===== config.mk =====
export PLATFORM = sky130hd
export DESIGN_NAME = pmu_seq
export DESIGN_NICKNAME = d
export VERILOG_FILES = /design/src/rtl/pmu_pkg.sv /design/src/rtl/pmu_rst_qual.sv /design/src/rtl/pmu_stab_cnt.sv /design/src/rtl/pmu_test_arm.sv /design/src/rtl/pmu_seq.sv
export SDC_FILE = /design/constraint.sdc
export NUM_CORES = 1
export LEC_CHECK = 0
export BUFFER_PORTS_ARGS = -buffer_cell sky130_fd_sc_hd__buf_2
export CAP_MARGIN = 10
export CORE_UTILIZATION = 40
export CTS_CLUSTER_SIZE = 40
export DETAILED_ROUTE_END_ITERATION = 6
export PLACE_DENSITY = 0.58
export SLEW_MARGIN = 10
export SYNTH_ARGS = -nofsm -noshare
export SYNTH_HDL_FRONTEND = slang
export SYNTH_SLANG_ARGS = --single-unit

===== constraint.sdc =====
create_clock -name clk -period 2.1 [get_ports clk]
set_clock_uncertainty 0.05 [all_clocks]
set_input_delay 0 -clock clk [delete_from_list [all_inputs] [get_ports clk]]
set_output_delay 0 -clock clk [all_outputs]
set_load 0.02 [all_outputs]

===== src/rtl/pmu_pkg.sv =====
package pmu_pkg;
  typedef enum logic [2:0] {
    S_RST    = 3'd0,
    S_RUN    = 3'd1,
    S_IDLE   = 3'd2,
    S_PDSTOP = 3'd3,
    S_PDWAKE = 3'd4,
    S_TEST   = 3'd5
  } pmu_state_e;
endpackage


===== src/rtl/pmu_rst_qual.sv =====
module pmu_rst_qual #(
  parameter int RST_CYC = 24
) (
  input  logic clk,
  input  logic arst_n,
  input  logic rst_pin_i,
  input  logic osc_ok_i,
  output logic accept_o
);
  localparam int W = $clog2(RST_CYC + 1);
  localparam logic [W-1:0] FULL = W'(RST_CYC);
  localparam logic [W-1:0] LAST = W'(RST_CYC - 1);

  logic [W-1:0] cnt_q, cnt_d;

  always_comb begin
    cnt_d = cnt_q;
    if (!rst_pin_i || !osc_ok_i) cnt_d = '0;
    else if (cnt_q != FULL)      cnt_d = cnt_q + 1'b1;
  end

  always_ff @(posedge clk or negedge arst_n) begin
    if (!arst_n) cnt_q <= '0;
    else         cnt_q <= cnt_d;
  end

  assign accept_o = rst_pin_i && osc_ok_i && (cnt_q == LAST);

  p_accept_prior_high_r1: assert property (@(posedge clk) disable iff (!arst_n)
    accept_o |-> $past(rst_pin_i));
  p_accept_single_r1: assert property (@(posedge clk) disable iff (!arst_n)
    accept_o |=> !accept_o);
endmodule


===== src/rtl/pmu_stab_cnt.sv =====
module pmu_stab_cnt #(
  parameter int STAB_CYC = 64
) (
  input  logic clk,
  input  logic arst_n,
  input  logic osc_en_i,
  output logic done_o
);
  localparam int W = $clog2(STAB_CYC + 1);
  localparam logic [W-1:0] TOP = W'(STAB_CYC);

  logic [W-1:0] cnt_q, cnt_d;

  always_comb begin
    cnt_d = cnt_q;
    if (!osc_en_i)        cnt_d = '0;
    else if (cnt_q != TOP) cnt_d = cnt_q + 1'b1;
  end

  always_ff @(posedge clk or negedge arst_n) begin
    if (!arst_n) cnt_q <= '0;
    else         cnt_q <= cnt_d;
  end

  assign done_o = (cnt_q == TOP);

  p_stop_clears_r9: assert property (@(posedge clk) disable iff (!arst_n)
    !osc_en_i |=> !done_o);
endmodule


===== src/rtl/pmu_test_arm.sv =====
module pmu_test_arm (
  input  logic clk,
  input  logic arst_n,
  input  logic in_rst_i,
  input  logic rst_pin_i,
  input  logic ale_i,
  input  logic psen_i,
  output logic arm_o
);
  logic arm_q, arm_d;

  always_comb begin
    arm_d = arm_q;
    if (!in_rst_i)      arm_d = 1'b0;
    else if (rst_pin_i) arm_d = arm_q ? !ale_i : (!ale_i && psen_i);
  end

  always_ff @(posedge clk or negedge arst_n) begin
    if (!arst_n) arm_q <= 1'b0;
    else         arm_q <= arm_d;
  end

  assign arm_o = arm_q;

  p_arm_needs_psen_r3: assert property (@(posedge clk) disable iff (!arst_n)
    $rose(arm_o) |-> $past(psen_i) && !$past(ale_i));
endmodule


===== src/rtl/pmu_seq.sv =====
module pmu_seq
  import pmu_pkg::*;
#(
  parameter int MC_CLKS  = 12,
  parameter int RST_MC   = 2,
  parameter int STAB_CYC = 64,
  parameter int NINT     = 2
) (
  input  logic            clk,
  input  logic            arst_n,
  input  logic            rst_pin,
  input  logic            ale_pin,
  input  logic            psen_pin,
  input  logic [NINT-1:0] ext_int_n,
  input  logic [NINT-1:0] ext_lvl_en,
  input  logic            irq_pend,
  input  logic            idle_set,
  input  logic            pd_set,
  output logic            core_run,
  output logic            osc_en,
  output logic            sfr_clr,
  output logic            strobe_hold_hi,
  output logic            strobe_hold_lo,
  output logic            weak_pull,
  output logic            bus_float,
  output logic            idle_bit,
  output logic            pd_bit
);
  localparam int RST_CYC = MC_CLKS * RST_MC;

  pmu_state_e state_q, state_d;
  logic idle_q, idle_d, pd_q, pd_d, clr_q;
  logic stab_done, accept, arm, wake_int, osc_w;

  assign wake_int = |(~ext_int_n & ext_lvl_en);
  assign osc_w    = (state_q != S_PDSTOP);

  pmu_stab_cnt #(.STAB_CYC(STAB_CYC)) u_stab (
    .clk(clk), .arst_n(arst_n), .osc_en_i(osc_w), .done_o(stab_done));

  pmu_rst_qual #(.RST_CYC(RST_CYC)) u_qual (
    .clk(clk), .arst_n(arst_n), .rst_pin_i(rst_pin),
    .osc_ok_i(osc_w && stab_done), .accept_o(accept));

  pmu_test_arm u_arm (
    .clk(clk), .arst_n(arst_n), .in_rst_i(state_q == S_RST),
    .rst_pin_i(rst_pin), .ale_i(ale_pin), .psen_i(psen_pin), .arm_o(arm));

  // next state
  always_comb begin
    state_d = state_q;
    unique case (state_q)
      S_RST:    if (!rst_pin && stab_done) state_d = (arm && !ale_pin) ? S_TEST : S_RUN;
      S_RUN:    if (pd_q) state_d = S_PDSTOP;
                else if (idle_q) state_d = S_IDLE;
      S_IDLE:   if (irq_pend) state_d = S_RUN;
      S_PDSTOP: if (wake_int || rst_pin) state_d = S_PDWAKE;
      S_PDWAKE: if (!wake_int && !rst_pin) state_d = stab_done ? S_RUN : S_PDSTOP;
      S_TEST:   state_d = S_TEST;
      default:  state_d = S_RST;
    endcase
    if (accept) state_d = S_RST;
  end

  // request bits
  always_comb begin
    idle_d = idle_q;
    pd_d   = pd_q;
    if (state_q == S_RUN) begin
      idle_d = idle_q | idle_set;
      pd_d   = pd_q | pd_set;
      if (pd_q) idle_d = 1'b0;
    end
    if (state_q == S_IDLE   && state_d == S_RUN) idle_d = 1'b0;
    if (state_q == S_PDWAKE && state_d == S_RUN) pd_d   = 1'b0;
    if (accept) begin
      idle_d = 1'b0;
      pd_d   = 1'b0;
    end
  end

  always_ff @(posedge clk or negedge arst_n) begin
    if (!arst_n) begin
      state_q <= S_RST;
      idle_q  <= 1'b0;
      pd_q    <= 1'b0;
      clr_q   <= 1'b0;
    end else begin
      state_q <= state_d;
      idle_q  <= idle_d;
      pd_q    <= pd_d;
      clr_q   <= accept;
    end
  end

  assign core_run       = (state_q == S_RUN);
  assign osc_en         = osc_w;
  assign sfr_clr        = clr_q;
  assign strobe_hold_hi = (state_q == S_IDLE);
  assign strobe_hold_lo = (state_q == S_PDSTOP) || (state_q == S_PDWAKE);
  assign weak_pull      = (state_q == S_TEST);
  assign bus_float      = (state_q == S_TEST);
  assign idle_bit       = idle_q;
  assign pd_bit         = pd_q;

  p_osc_stop_needs_pd_r7: assert property (@(posedge clk) disable iff (!arst_n)
    $fell(osc_en) |-> pd_bit);
  p_test_sticky_r4: assert property (@(posedge clk) disable iff (!arst_n)
    bus_float |=> (bus_float || sfr_clr));
  p_wake_after_stab_r9: assert property (@(posedge clk) disable iff (!arst_n)
    (core_run && $past(strobe_hold_lo)) |-> $past(stab_done));
  p_pd_exit_no_clr_r8: assert property (@(posedge clk) disable iff (!arst_n)
    (core_run && $past(strobe_hold_lo)) |-> !sfr_clr);
  p_idle_bit_drop_r6: assert property (@(posedge clk) disable iff (!arst_n)
    $fell(idle_bit) |-> (core_run || sfr_clr || !osc_en));
endmodule


==> impl_metrics.env <==
export IMPL_fin_nets=160
export IMPL_synth_area_mm2=0.00114
export IMPL_wl_per_cell_um=12.3
export IMPL_cts_sinks=19
export IMPL_worstPathMaxFanout=15
export IMPL_grt_total_usage_pct=16.3
export IMPL_cts_tree="done"
export IMPL_grt_pass1_vias=892
export IMPL_multi_input_area_um2=616
export IMPL_finalSetupViolations=0
export IMPL_row_count=19
export IMPL_required_ns=2.05
export IMPL_seqCellArea_um2=475
export IMPL_run_status="complete, no violations"
export IMPL_placed_cells=167
export IMPL_p_leak_nw=0.602
export IMPL_synthesis_nets=136
export IMPL_async_flop_share_pct=100
export IMPL_avgSynthCellArea_um2=9.51
export IMPL_ir_drop_mv=0.311
export IMPL_grt_max_degree=20
export IMPL_dpl_hpwl_um=1710
export IMPL_min_period_ns=1.62
export IMPL_drc=0
export IMPL_avgViaCountPerCell=5.13
export IMPL_finalHoldViolCount=0
export IMPL_fillers=267
export IMPL_root_buffer="clkbuf_4"
export IMPL_arrival_ns=1.57
export IMPL_yosysWarnings=0
export IMPL_io_buffers=20
export IMPL_dpl_cell_area_mm2=0.00126
export IMPL_cts_buffers=3
export IMPL_totalWireLength_um=2150
export IMPL_cap_violations=0
export IMPL_layout_common_cells="buf_2 (20), dfrtp_1 (19), nor2_1 (17)"
export IMPL_ant_nets=0
export IMPL_cts_resized=0
export IMPL_pin_count=21
export IMPL_fin_area_mm2=0.00131
export IMPL_slowest_stage="dfrtp_1"
export IMPL_max_freq_mhz=616
export IMPL_synth_edf_count=0
export IMPL_grt_pass1_wl_um=3880
export IMPL_grt_overflow=0
export IMPL_fin_crit_sh_pct=77.3
export IMPL_initial_utilization_pct=41.7
export IMPL_syn_inst=120
export IMPL_dr_pass1_iters=4
export IMPL_min_path_type="input port to flop"
export IMPL_antenna_cells=0
export IMPL_die_w_um=55.4
export IMPL_drt_iter0_markers=17
export IMPL_insertion_delay_ns=0.30
export IMPL_maxSlewViolCount=0
export IMPL_layout_drive_gt1_share_pct=25.2
export IMPL_fp_dieH_um=55.4
export IMPL_worst_pin_slew_ns=0.548
export IMPL_post_cts_buffers=0
export IMPL_antenna_found_initial=0
export IMPL_cp_end_kind="output port"
export IMPL_core_mm2=0.00273
export IMPL_cts_reportedPaths_clkPinSlew_ns=0.11
export IMPL_synthFlopType="dfrtp_1"
export IMPL_layout_commonest_cell="buf_2"
export IMPL_start_kind="flop"
export IMPL_ys_seq_area_share_pct=41.7
export IMPL_clockBufferDepth=2
export IMPL_powerDensity_mw_per_mm2=445
export IMPL_place_congestion=0.780
export IMPL_relSlewSlack_pct=63.2
export IMPL_stdcell_count=174
export IMPL_synthDistinctLibCells=40
export IMPL_ys_ff_latch=19
export IMPL_vias=892
export IMPL_path_class="flop to output port"
export IMPL_rsz0062_at_grt="no"
export IMPL_cp_cell_sequence="nor3b_1 > buf_2"
export IMPL_slowest_delay_ns=0.57
export IMPL_htreeDepth=1
export IMPL_area_delta_synth_final_pct=15.1
export IMPL_hold_buffers=3
export IMPL_tns_ns=0
export IMPL_fin_hold_ws_ns=0.00387
export IMPL_dieArea_mm2=0.00307
-- layer usage --
metal	up-vias	global-route usage, %	share of wire [%]
met5	-	0	0
met4	0	5.00	0.84
met3	2	4.92	6.0
met2	27	26.7	46
met1	408	20.6	47
li1	455	-	-
-- stage by stage --
step,total power [mW],setup slack [ns],util (%)
final,0.584,0.477,48.1
after CTS,0.595,0.464,48.1
after global routing,0.618,0.389,48.1
after floorplan,0.384,0.478,-
after detailed placement,0.406,0.583,45.9
after global placement,0.405,0.601,45.9
-- final timing paths --
kind	start	endpoint	slack, ns	cells after the start
worst max-delay path	state_q[2]	core_run	0.48	2
worst min-delay path	idle_set	idle_bit	0.004	4
worst max register to register	state_q[2]	state_q[0]	0.57	5
worst min register to register	u_stab.cnt_q[6]	u_stab.cnt_q[6]	0.51	2
max in group asynchronous	arst_n	u_stab.cnt_q[3]	1.59	2
min in group asynchronous	arst_n	pd_bit	0.11	2
-- cell usage after synthesis (4+ instances only) --
library cell | n | area, µm²
a21oi_1 | 7 | 35.0
dfrtp_1 | 19 | 475
ha_1 | 4 | 50.1
inv_1 | 6 | 22.5
nand2_1 | 7 | 26.3
nand3_1 | 4 | 20.0
nor2_1 | 17 | 63.8
nor3_1 | 4 | 20.0
xnor2_1 | 4 | 35.0
xor2_1 | 5 | 43.8
-- report_power, final --
| part | switching [mW] | internal, mW | leakage (nW) |
|---|---|---|---|
| Combinational | 0.0173 | 0.0152 | 0.336 |
| Sequential | 0.00174 | 0.368 | 0.249 |
| Clock | 0.111 | 0.0710 | 0.0177 |
| Total | 0.130 | 0.454 | 0.602 |
-- sequential cells by signal, indices dropped and copies added (netlist names) --
signal	count
u_qual.cnt_q	5
pd_bit	1
idle_bit	1
sfr_clr	1
u_arm.arm_o	1
state_q	3
u_stab.cnt_q	7
-- layout make-up --
cell class	instances	area share (%)
multi-input combinational	90	46.9
tap	31	2.95
sequential	19	36.2
inverter	7	2.00
timing repair buffer	23	9.90
clock buffer	3	1.71
clock inverter	1	0.381
-- worst max-delay path: cells and delay by family, from the launching register on --
kind	cells	cell delay, ns
AND/OR/NAND/NOR	1	0.46
flip-flops	1	0.57
buffers and inverters	1	0.25
-- cell families (layout without fill, tap and decap cells) --
| group | after synthesis | count (layout) | share of synthesized area (%) |
|---|---|---|---|
| flip-flops | 19 | 19 | 41.7 |
| multiplexers | 1 | 1 | 0.877 |
| AND/OR/NAND/NOR | 59 | 59 | 32.0 |
| adder cells (fa/ha/maj) | 4 | 4 | 4.39 |
| AO/OA/AOI/OAI | 17 | 17 | 9.76 |
| buffers and inverters | 11 | 34 | 4.38 |
| XOR/XNOR | 9 | 9 | 6.91 |
Note: power is estimated with default switching activity, not from simulation.
